<file path="src/rtl/axi_exer_pkg.sv">
package axi_exer_pkg;

    typedef enum logic [2:0] {
        XS_IDLE,
        XS_WADDR,
        XS_WDATA,
        XS_WRESP,
        XS_RADDR,
        XS_RDATA
    } xs_state_e;

    localparam logic [1:0] XBURST_INCR = 2'b01;
    localparam logic [1:0] XRESP_OKAY  = 2'b00;

endpackage

</file>
<file path="src/rtl/axi_exer_range.sv">
module axi_exer_range #(
    parameter int              ADDR_W     = 32,
    parameter int              ALIGN_BITS = 3,
    parameter logic [ADDR_W-1:0] SINGLE_MAX = 32'h03FF_FFF8,
    parameter logic [ADDR_W-1:0] BURST_MAX  = 32'h03FF_F7F8
) (
    input  logic [ADDR_W-1:0] raw_addr,
    input  logic              burst_mode,
    output logic [ADDR_W-1:0] aligned_addr,
    output logic              in_range
);
    localparam logic [ADDR_W-1:0] LOW_MASK = ADDR_W'((1 << ALIGN_BITS) - 1);

    always_comb begin
        aligned_addr = raw_addr & ~LOW_MASK;
        if (burst_mode) begin
            in_range = (aligned_addr <= BURST_MAX);
        end else begin
            in_range = (aligned_addr <= SINGLE_MAX);
        end
    end
endmodule

</file>
<file path="src/rtl/axi_exer_pattern.sv">
module axi_exer_pattern #(
    parameter int DATA_W = 64
) (
    input  logic              clk,
    input  logic              rst_n,
    input  logic              load,
    input  logic [DATA_W-1:0] seed,
    input  logic              step,
    output logic [DATA_W-1:0] value
);
    logic [DATA_W-1:0] val_d, val_q;

    always_comb begin
        val_d = val_q;
        if (load) begin
            val_d = seed;
        end else if (step) begin
            val_d = val_q + 1'b1;
        end
    end

    always_ff @(posedge clk) begin
        if (!rst_n) begin
            val_q <= '0;
        end else begin
            val_q <= val_d;
        end
    end

    assign value = val_q;
endmodule

</file>
<file path="src/rtl/axi_exer_beatctr.sv">
module axi_exer_beatctr #(
    parameter  int BEATS   = 16,
    parameter  int BURSTS  = 16,
    localparam int BEAT_W  = (BEATS > 1) ? $clog2(BEATS) : 1,
    localparam int BURST_W = (BURSTS > 1) ? $clog2(BURSTS) : 1,
    localparam int TOT_W   = ((BEATS * BURSTS) > 1) ? $clog2(BEATS * BURSTS) : 1
) (
    input  logic             clk,
    input  logic             rst_n,
    input  logic             clear,
    input  logic             burst_mode,
    input  logic             beat_step,
    input  logic             burst_step,
    output logic             last_beat,
    output logic             last_burst,
    output logic [TOT_W-1:0] total
);
    typedef struct packed {
        logic [BEAT_W-1:0]  beat;
        logic [BURST_W-1:0] burst;
        logic [TOT_W-1:0]   tot;
    } ctr_t;

    ctr_t ctr_d, ctr_q;

    always_comb begin
        last_beat  = burst_mode ? (ctr_q.beat == BEAT_W'(BEATS - 1)) : 1'b1;
        last_burst = burst_mode ? (ctr_q.burst == BURST_W'(BURSTS - 1)) : 1'b1;
    end

    always_comb begin
        ctr_d = ctr_q;
        if (clear) begin
            ctr_d = '0;
        end else begin
            if (beat_step) begin
                ctr_d.tot  = ctr_q.tot + 1'b1;
                ctr_d.beat = last_beat ? '0 : ctr_q.beat + 1'b1;
            end
            if (burst_step) begin
                ctr_d.burst = ctr_q.burst + 1'b1;
            end
        end
    end

    always_ff @(posedge clk) begin
        if (!rst_n) begin
            ctr_q <= '0;
        end else begin
            ctr_q <= ctr_d;
        end
    end

    assign total = ctr_q.tot;
endmodule

</file>
<file path="src/rtl/axi_mem_exerciser.sv">
module axi_mem_exerciser #(
    parameter  int              ADDR_W     = 32,
    parameter  int              DATA_W     = 64,
    parameter  int              BEATS      = 16,
    parameter  int              BURSTS     = 16,
    parameter  logic [ADDR_W-1:0] SINGLE_MAX = 32'h03FF_FFF8,
    parameter  logic [ADDR_W-1:0] BURST_MAX  = 32'h03FF_F7F8,
    localparam int              STRB_W     = DATA_W / 8,
    localparam int              TOT_W      = ((BEATS * BURSTS) > 1) ? $clog2(BEATS * BURSTS) : 1
) (
    input  logic              clk,
    input  logic              rst_n,
    input  logic              cmd_valid,
    output logic              cmd_ready,
    input  logic              cmd_write,
    input  logic              cmd_burst,
    input  logic [ADDR_W-1:0] cmd_addr,
    input  logic [DATA_W-1:0] cmd_seed,
    output logic              awvalid,
    input  logic              awready,
    output logic [ADDR_W-1:0] awaddr,
    output logic [7:0]        awlen,
    output logic [2:0]        awsize,
    output logic [1:0]        awburst,
    output logic              wvalid,
    input  logic              wready,
    output logic [DATA_W-1:0] wdata,
    output logic [STRB_W-1:0] wstrb,
    output logic              wlast,
    input  logic              bvalid,
    output logic              bready,
    input  logic [1:0]        bresp,
    output logic              arvalid,
    input  logic              arready,
    output logic [ADDR_W-1:0] araddr,
    output logic [7:0]        arlen,
    output logic [2:0]        arsize,
    output logic [1:0]        arburst,
    input  logic              rvalid,
    output logic              rready,
    input  logic [DATA_W-1:0] rdata,
    input  logic [1:0]        rresp,
    input  logic              rlast,
    output logic              cap_valid,
    output logic [DATA_W-1:0] cap_data,
    output logic [TOT_W-1:0]  cap_idx,
    output logic              done,
    output logic              error
);
    import axi_exer_pkg::*;

    localparam int              ALIGN_BITS  = $clog2(STRB_W);
    localparam logic [2:0]      SIZE_CODE   = 3'(ALIGN_BITS);
    localparam logic [7:0]      LEN_BURST   = 8'(BEATS - 1);
    localparam logic [ADDR_W-1:0] BURST_STEP = ADDR_W'(BEATS * STRB_W);

    typedef struct packed {
        xs_state_e         st;
        logic [ADDR_W-1:0] addr;
        logic              burst;
        logic              err;
        logic              done;
    } ctl_t;

    ctl_t ctl_d, ctl_q;

    logic [ADDR_W-1:0] start_addr;
    logic              start_ok;
    logic              pat_load, pat_step;
    logic [DATA_W-1:0] pat_value;
    logic              ctr_clear, beat_step, burst_step;
    logic              last_beat, last_burst;
    logic [TOT_W-1:0]  beat_total;

    axi_exer_range #(
        .ADDR_W    (ADDR_W),
        .ALIGN_BITS(ALIGN_BITS),
        .SINGLE_MAX(SINGLE_MAX),
        .BURST_MAX (BURST_MAX)
    ) u_range (
        .raw_addr    (cmd_addr),
        .burst_mode  (cmd_burst),
        .aligned_addr(start_addr),
        .in_range    (start_ok)
    );

    axi_exer_pattern #(
        .DATA_W(DATA_W)
    ) u_pattern (
        .clk  (clk),
        .rst_n(rst_n),
        .load (pat_load),
        .seed (cmd_seed),
        .step (pat_step),
        .value(pat_value)
    );

    axi_exer_beatctr #(
        .BEATS (BEATS),
        .BURSTS(BURSTS)
    ) u_beatctr (
        .clk       (clk),
        .rst_n     (rst_n),
        .clear     (ctr_clear),
        .burst_mode(ctl_q.burst),
        .beat_step (beat_step),
        .burst_step(burst_step),
        .last_beat (last_beat),
        .last_burst(last_burst),
        .total     (beat_total)
    );

    always_comb begin
        ctl_d      = ctl_q;
        ctl_d.done = 1'b0;
        pat_load   = 1'b0;
        pat_step   = 1'b0;
        ctr_clear  = 1'b0;
        beat_step  = 1'b0;
        burst_step = 1'b0;

        unique case (ctl_q.st)
            XS_IDLE: begin
                if (cmd_valid) begin
                    if (!start_ok) begin
                        ctl_d.err  = 1'b1;
                        ctl_d.done = 1'b1;
                    end else begin
                        ctl_d.err   = 1'b0;
                        ctl_d.addr  = start_addr;
                        ctl_d.burst = cmd_burst;
                        ctl_d.st    = cmd_write ? XS_WADDR : XS_RADDR;
                        pat_load    = 1'b1;
                        ctr_clear   = 1'b1;
                    end
                end
            end
            XS_WADDR: begin
                if (awready) begin
                    ctl_d.st = XS_WDATA;
                end
            end
            XS_WDATA: begin
                if (wready) begin
                    pat_step  = 1'b1;
                    beat_step = 1'b1;
                    if (last_beat) begin
                        ctl_d.st = XS_WRESP;
                    end
                end
            end
            XS_WRESP: begin
                if (bvalid) begin
                    if (bresp != XRESP_OKAY) begin
                        ctl_d.err = 1'b1;
                    end
                    if (last_burst) begin
                        ctl_d.st   = XS_IDLE;
                        ctl_d.done = 1'b1;
                    end else begin
                        burst_step = 1'b1;
                        ctl_d.addr = ctl_q.addr + BURST_STEP;
                        ctl_d.st   = XS_WADDR;
                    end
                end
            end
            XS_RADDR: begin
                if (arready) begin
                    ctl_d.st = XS_RDATA;
                end
            end
            XS_RDATA: begin
                if (rvalid) begin
                    beat_step = 1'b1;
                    if (rresp != XRESP_OKAY) begin
                        ctl_d.err = 1'b1;
                    end
                    if (rlast) begin
                        if (last_burst) begin
                            ctl_d.st   = XS_IDLE;
                            ctl_d.done = 1'b1;
                        end else begin
                            burst_step = 1'b1;
                            ctl_d.addr = ctl_q.addr + BURST_STEP;
                            ctl_d.st   = XS_RADDR;
                        end
                    end
                end
            end
            default: ctl_d.st = XS_IDLE;
        endcase
    end

    always_ff @(posedge clk) begin
        if (!rst_n) begin
            ctl_q <= '{st: XS_IDLE, addr: '0, burst: 1'b0, err: 1'b0, done: 1'b0};
        end else begin
            ctl_q <= ctl_d;
        end
    end

    assign cmd_ready = (ctl_q.st == XS_IDLE);

    assign awvalid = (ctl_q.st == XS_WADDR);
    assign awaddr  = ctl_q.addr;
    assign awlen   = ctl_q.burst ? LEN_BURST : 8'd0;
    assign awsize  = SIZE_CODE;
    assign awburst = XBURST_INCR;

    assign wvalid = (ctl_q.st == XS_WDATA);
    assign wdata  = pat_value;
    assign wstrb  = '1;
    assign wlast  = last_beat;

    assign bready = (ctl_q.st == XS_WRESP);

    assign arvalid = (ctl_q.st == XS_RADDR);
    assign araddr  = ctl_q.addr;
    assign arlen   = ctl_q.burst ? LEN_BURST : 8'd0;
    assign arsize  = SIZE_CODE;
    assign arburst = XBURST_INCR;

    assign rready = (ctl_q.st == XS_RDATA);

    assign cap_valid = rvalid && (ctl_q.st == XS_RDATA);
    assign cap_data  = rdata;
    assign cap_idx   = beat_total;

    assign done  = ctl_q.done;
    assign error = ctl_q.err;
endmodule

</file>
<file path="config.mk">
export PLATFORM = sky130hd
export DESIGN_NAME = axi_mem_exerciser
export DESIGN_NICKNAME = d
export VERILOG_FILES = /design/src/rtl/axi_exer_pkg.sv /design/src/rtl/axi_exer_range.sv /design/src/rtl/axi_exer_pattern.sv /design/src/rtl/axi_exer_beatctr.sv /design/src/rtl/axi_mem_exerciser.sv
export SDC_FILE = /design/constraint.sdc
export NUM_CORES = 1
export LEC_CHECK = 0
export ABC_AREA = 1
export ABC_CLOCK_PERIOD_IN_PS = 2080
export BUFFER_PORTS_ARGS = -buffer_cell sky130_fd_sc_hd__buf_2
export CORE_AREA = 4 4 161 163
export DETAILED_ROUTE_END_ITERATION = 10
export DIE_AREA = 0 0 165 167
export PLACE_DENSITY = 0.7
export SLEW_MARGIN = 10
export SYNTH_ARGS = -nofsm -noshare
export SYNTH_HDL_FRONTEND = slang
export SYNTH_HIERARCHICAL = 1
export SYNTH_SLANG_ARGS = --single-unit
</file>
<file path="constraint.sdc">
create_clock -name clk -period 2.08 [get_ports clk]
set_input_delay 0 -clock clk [delete_from_list [all_inputs] [get_ports clk]]
set_output_delay 0 -clock clk [all_outputs]
set_load 0.02 [all_outputs]
</file>
Yosys cells after proc, flatten, opt, wreduce, memory -nomap -nowiden
Cells that the tools add are included.
{ "word_totals": {"register_bits": 118, "out_inout_bits": 244, "word_cells": 88, "input_bits": 175} }
{ "op_classes": {"order_cmp": 2, "mux": 42, "n_reduce_logical": 11, "n_addsub": 5, "n_eq_ne": 18, "bitwise_logic": 1} }
{ "ops": {"columns": ["cell", "n"], "rows": [
  ["2-to-1 mux 64 bit", 2],
  ["2-to-1 mux 35 bit", 3],
  ["case mux 32 bit (3 select lines)", 1],
  ["adder 64 x 1 -> 64 bit (second input constant)", 1],
  ["less-or-equal comparator 32 x 26 -> 1 bit (second input constant)", 2],
  ["2-to-1 mux 38 bit", 1],
  ["2-to-1 mux 36 bit", 1],
  ["adder 32 x 8 -> 32 bit (second input constant)", 1],
  ["2-to-1 mux 32 bit", 1],
  ["2-to-1 mux 1 bit", 19],
  ["2-to-1 mux 3 bit", 6],
  ["case mux 3 bit (6 select lines)", 1],
  ["inequality test 2 x 1 -> 1 bit (second input constant)", 8],
  ["AND reduction 6 bit", 2],
  ["AND reduction 9 bit", 1],
  ["adder 4 x 1 -> 4 bit (second input constant)", 2],
  ["adder 8 x 1 -> 8 bit (second input constant)", 1],
  ["== test 4 bit (second input constant)", 2],
  ["2-to-1 mux 4 bit", 2],
  ["== test 3 x 2 -> 1 bit (second input constant)", 2],
  ["== test 3 bit (second input constant)", 2],
  ["inequality test 2 bit (second input constant)", 3],
  ["case mux 2 bit (3 select lines)", 1],
  ["nonzero test 2 bit", 3],
  ["other kinds (9)", 11]
]} }

Depth between registers and ports, before layout
{ "depth": {"ltp_word": 6, "mapped_depth": 18, "mapped_depth_nobuf": 14} }

By module
Netlist, hierarchy kept.
{ "by_module_without_submodules": {"columns": ["mod", "area_each_um2", "seq_area_each_um2", "cells_per_inst", "instances"], "rows": [
  ["axi_exer_pattern", 4504.3, 1281.2, 720, 1],
  ["axi_mem_exerciser", 3809.9, 760.7, 620, 1],
  ["axi_exer_beatctr", 793.3, 320.3, 105, 1],
  ["axi_exer_range", 320.3, 0.0, 53, 1]
]} }

Least setup slack after synthesis
Ideal clock, no wire load.
{ "synth_path": {"path_kind": "register to register", "startpoint": "register ctl_q[37] in the netlist's numbering", "endpoint": "register u_pattern.val_q[51], in the netlist u_pattern/value[51]", "setup_slack_ns": 0.030, "arrival_ns": 1.980, "path_stages_with_launch": 12, "required_ns": 2.010, "synth_period_minus_slack_ns": 2.050, "setup_ns": 0.070, "n_path_buf": 2, "cell_sequence": "dfxtp_1 > inv_2 > nand2_1 > nor2_1 > inv_1 > nor2_1 > nand2_1 > inv_2 > buf_2 > buf_2 > nand3_1 > a21oi_1"} }
{ "synth_via": {"elab_chain_cells": 3, "elab_cells_between_ends": 6, "classes_between": "1 x eq/ne; 3 x mux; 2 x reduce/logical"} }
{ "synth_rtl": {"columns": ["element", "line_no", "source"], "rows": [
  ["start, declared", "axi_mem_exerciser.sv:65", "ctl_t ctl_d, ctl_q;"],
  ["start signal, assigned", "axi_mem_exerciser.sv:196", "ctl_q <= '{st: XS_IDLE, addr: '0, burst: 1'b0, err: 1'b0, done: 1'b0};"],
  ["start signal, assigned", "axi_mem_exerciser.sv:198", "ctl_q <= ctl_d;"],
  ["== test 3 x 2 -> 1 bit", null, null],
  ["net wvalid", "axi_mem_exerciser.sv:25", "output logic wvalid,"],
  ["2-to-1 mux 1 bit", "axi_mem_exerciser.sv:122", "unique case (ctl_q.st)"],
  ["net pat_step", "axi_mem_exerciser.sv:69", "logic pat_load, pat_step;"],
  ["nonzero test 2 bit (no line)", null, null],
  ["end signal, assigned", "axi_exer_pattern.sv:26", "val_q <= val_d;"],
  ["end, declared", "axi_exer_pattern.sv:11", "logic [DATA_W-1:0] val_d, val_q;"]
]} }
The timed path passes the listed nets, and every way through them passes these cells.
A chain may end at the register's enable or synchronous reset.

Worst setup path after layout
{ "layout_path": {"startpoint": "input cmd_addr[21]", "endpoint": "register u_pattern.val_q[52], in the netlist u_pattern/value[52]"} }
{ "layout_via": {"elab_chain_cells": 6, "elab_cells_between_ends": 8, "classes_between": "2 x order compare; 5 x mux; 1 x reduce/logical"} }
{ "layout_rtl": {"columns": ["element", "line_no", "source"], "rows": [
  ["start, declared", "axi_mem_exerciser.sv:17", "input logic [ADDR_W-1:0] cmd_addr,"],
  ["less-or-equal comparator 32 x 26 -> 1 bit, on equally long branches", "axi_exer_range.sv:19, axi_exer_range.sv:17", null],
  ["2-to-1 mux 1 bit (*)", "axi_exer_range.sv:16", "if (burst_mode) begin"],
  ["net start_ok", "axi_mem_exerciser.sv:68", "logic start_ok;"],
  ["2-to-1 mux 1 bit (*)", "axi_mem_exerciser.sv:125", "if (!start_ok) begin"],
  ["2-to-1 mux 1 bit (*)", "axi_mem_exerciser.sv:124", "if (cmd_valid) begin"],
  ["2-to-1 mux 1 bit (*)", "axi_mem_exerciser.sv:122", null],
  ["2-to-1 mux 64 bit / nonzero test 2 bit (equally long branches)", null, null]
]} }
Mark *: on every way through the listed nets, which the timed path passes. The rest lies on a longest branch.

==> qor.yml <==
port_buffers: 261
place_area_um2: 10000
finalInstanceArea_um2: 11500
cts_tree: "built"
ios: 419
ys_ff_latch: 118
numCtsBuffers: 17
slowest_stage: "nor2_2"
arrival_ns: 2.31
core_area_um2: 24300
fin_crit_sh_pct: 94.7
power_density_nw_per_um2: 494
reg2reg_slack_ns: 0.14
track_usage_pct: 21.6
cp.depth: 13
num_vias: 10223
criticalPathCategory: "primary input to register"
synthDistinctLibCells: 36
required_ns: 2.42
antenna_cells: 0
ant_nets: 0
clock_sinks: 118
yosys_warnings: 6
vdd_drop_max_mv: 0.411
vias_per_cell: 5.01
seq_area_um2: 2370
max_freq_ghz: 0.508
endpoint: "u_pattern/value[52]$_SDFFE_PN0P_"
num-nets-final: 1886
endpoint_kind: "register"
syn_inst: 1498
finalSetupViolCount: 0
rr_startpoint: "ctl_q[36]$_SDFFE_PN0P_"
cp_max_fo: 12
hold_path.class: "primary input to output port"
antenna_found_initial: 0
start_util_pct: 38.8
fin_cells: 2042
fin_crit_ns: 1.97
path_cells: "dlygate4sd3_1 -> buf_2 -> nand2_1 -> nor2_1 -> nand2_1 -> nor2_2 -> nor2_1 -> nand2_1 -> nor2_4 -> buf_4 -> nor2_2 -> a22oi_1 -> a21oi_1"
crit_path_start_kind: "primary input"
cts_root_buf: "clkbuf_16"
place_congestion: 0.959
overflow: 0
detailedRoute.firstPassIterationCount: 5
clockBufferDepth: 2
grt_pass1_wl_mm: 48.1
crit_buf_inv: 3
hold_depth: 0
skew_ns: 0.0125
grt_max_degree: 61
wl_per_cell_um: 15.4
drv_cap: 0
ys_seq_area_share_pct: 25.1
rows: 57
clkLatencyLatePin_ns: 0.42
slew_headroom_pct: 57.1
place_inst: 1922
outcome: "finished, final reports clean"
regToRegEndpoint: "u_pattern/value[48]$_SDFFE_PN0P_"
clk_pin_slew_ns: 0.06
rsz0062_at_grt: "true"
chipWidth_um: 165
reg2reg_depth: 11
avgSynthCellArea_um2: 6.29
drc: 0
hold_violations: 0
syn-cell-area_um2: 9430
critical-path-top-delay-family: "simple AND/OR/NAND/NOR gates"
cp_slowest_stage_delay_ns: 0.53
crit_start: "cmd_addr[21]"
drive_gt1_share_pct: 25.0
die_area_um2: 27600
crit_top_cell: "nand2_1"
p_leak_nw: 5.01
ctsHtreeMaxLevel: 4
multi_input_area_um2: 5180
hpwl_mm: 22.7
drt_wl_total_mm: 31.5
slew_viol_final: 0
dieHeight_um: 167
worst_pin_slew_ns: 0.643
drt-initial-drc-count: 910
area.growth.synth_to_final_pct: 22.3
fillers: 2489
grt_pass1_vias: 9448
[synth_stat cells]
| cell type | count | share of area, % |
|---|---|---|
| nand2_1 | 386 | 15 |
| nor2_1 | 245 | 9.8 |
| buf_4 | 205 | 16 |
| dfxtp_1 | 118 | 25 |
| nand3_1 | 86 | 4.6 |
| inv_1 | 77 | 3.1 |
| a21oi_1 | 76 | 4.0 |
| a22oi_1 | 47 | 3.7 |
| o21ai_0 | 41 | 2.2 |
| o21bai_1 | 26 | 2.1 |
| clkbuf_1 | 21 | 0.84 |
| xnor2_1 | 20 | 1.9 |
| nand2_2 | 16 | 1.1 |
| buf_2 | 15 | 0.80 |
| inv_2 | 15 | 0.60 |
| xor2_1 | 13 | 1.2 |
| a31oi_1 | 12 | 0.80 |
| nor3_1 | 11 | 0.58 |
| nor2_2 | 10 | 0.66 |
| nor2_4 | 10 | 1.2 |
| nand4_1 | 7 | 0.46 |
| o21ai_1 | 6 | 0.32 |
| ha_1 | 5 | 0.66 |
| nand3_2 | 5 | 0.53 |
| nand3b_1 | 5 | 0.40 |
| nand2_4 | 4 | 0.48 |
| nor3b_1 | 4 | 0.32 |
| conb_1 | 3 | 0.12 |
| nor2_8 | 2 | 0.42 |
| buf_1 | 1 | 0.040 |
| buf_6 | 1 | 0.12 |
| clkbuf_2 | 1 | 0.053 |
| mux2i_1 | 1 | 0.11 |
| o21a_1 | 1 | 0.080 |
| o22ai_1 | 1 | 0.066 |
| or2_2 | 1 | 0.066 |
[worst register-to-register path, stage by stage, from the launching register on]
cell and delay (ns):
dfxtp_2 0.37, nand2_1 0.07, nor2_1 0.14, inv_1 0.08
nor2_2 0.15, buf_12 0.16, buf_4 0.16, nand2_2 0.10
inv_2 0.10, buf_12 0.21, nand3_1 0.18, a21oi_1 0.15
[logic make-up (layout without fill, tap and decap cells)]
kind of cell               after synthesis  after routing  synth area share (%)
AOI/OAI and AO/OA                      210            210                  13.3
and+or+nand+nor                        792            796                  35.9
DFF                                    118            118                  25.1
buffers and inverters                  336            526                  21.8
adders and majority gates                5              5                 0.664
muxes                                    1              1                 0.106
other                                    3             29                 0.119
xor gates and xnor gates                33             33                  3.07
[how the worst min path moves through the flow]
stage	startpoint	slack [ns]	endpoint
2_1_floorplan	rst_n	0.1	u_pattern/value[1]$_SDFFE_PN0P_
3_3_place_gp	rdata[17]	0.0001	cap_data[17]
3_5_place_dp	rdata[17]	0.0001	cap_data[17]
4_1_cts	rdata[17]	0.0001	cap_data[17]
5_1_grt	rdata[47]	0.00003	cap_data[47]
6_report	rdata[19]	0.000006	cap_data[19]
[per-layer routing]
layer  share of wire [%]  vias up  track usage (%)  wire (µm)
li1                    -     5002                -          -
met1                  41     4667             26.2      12900
met2                  47      475             36.5      14800
met3                 8.3       79             4.55       2630
met4                 3.7        0             9.26       1150
met5                   0        -                0          0
[repair_timing]
| action | CTS | global route |
|---|---|---|
| endpoints found under the setup margin | 53 | 81 |
| pin swaps | 2 | 4 |
| gates resized for setup | 7 | 14 |
| setup buffers | 0 | 3 |
| hold buffers | 82 | 0 |
| cloned | 1 | 3 |
| endpoints found under the hold margin | 88 | 0 |
[state kept, by name (all words and copies together) (netlist names)]
signal / count
u_pattern/value: 64
araddr: 32
u_beatctr/ctr_q: 8
u_beatctr/total: 8
ctl_q: 4
done: 1
error: 1
[cell usage in the layout (no fill, tap or decap), types with 3 or more instances in the layout]
cell           instances
dfxtp_1              115
nor3_1                 9
nand3_1               86
buf_4                 53
nand2_2               17
nand2_1              385
nand2_4                4
o21ai_1                6
clkinv_2               3
nor2_4                16
clkinvlp_4             3
dlygate4sd3_1         82
a22oi_1               47
nor2_1               241
xnor2_1               20
clkbuf_16             17
nand3_2                5
a21oi_1               76
inv_6                  4
inv_1                 76
ha_1                   5
o21bai_1              26
buf_2                261
conb_1                29
inv_2                 14
nand3b_1               5
nor2_2                12
dfxtp_2                3
buf_12                 5
a31oi_1               12
nand4_1                7
xor2_1                13
nor3b_1                4
o21ai_0               41
[stage by stage]
stage | util [%] | worst slack [ns] | hold slack, ns | power [mW] | setup TNS (ns)
after CTS | 47.0 | 0.00932 | 0.000137 | 5.76 | 0
final | 47.4 | 0.110 | 0.00000561 | 5.70 | 0
after detailed placement | 41.1 | -0.283 | 0.000137 | 2.67 | -8.62
after global routing | 47.4 | -0.0176 | 0.0000292 | 5.90 | -0.0221
after global placement | 41.1 | -0.221 | 0.000137 | 2.67 | -5.34
after floorplan | - | 0.0299 | 0.0976 | 2.75 | 0
[report_power, final]
group / leakage (nW) / switching [mW] / total [mW] / internal, mW
registers: 0.953 / 0.0172 / 2.29 / 2.27
logic: 3.78 / 0.222 / 0.457 / 0.236
clock network: 0.276 / 1.19 / 2.95 / 1.77
[cell type report]
class,instances,share of cell area [%]
sequential,118,20.5
tap,324,3.52
clock buffer,17,3.69
inverter,92,3.04
timing repair buffer,403,23.0
multi-input combinational,1074,44.9
clock inverter,14,1.30
No activity file was read; power rests on OpenSTA's default activity.
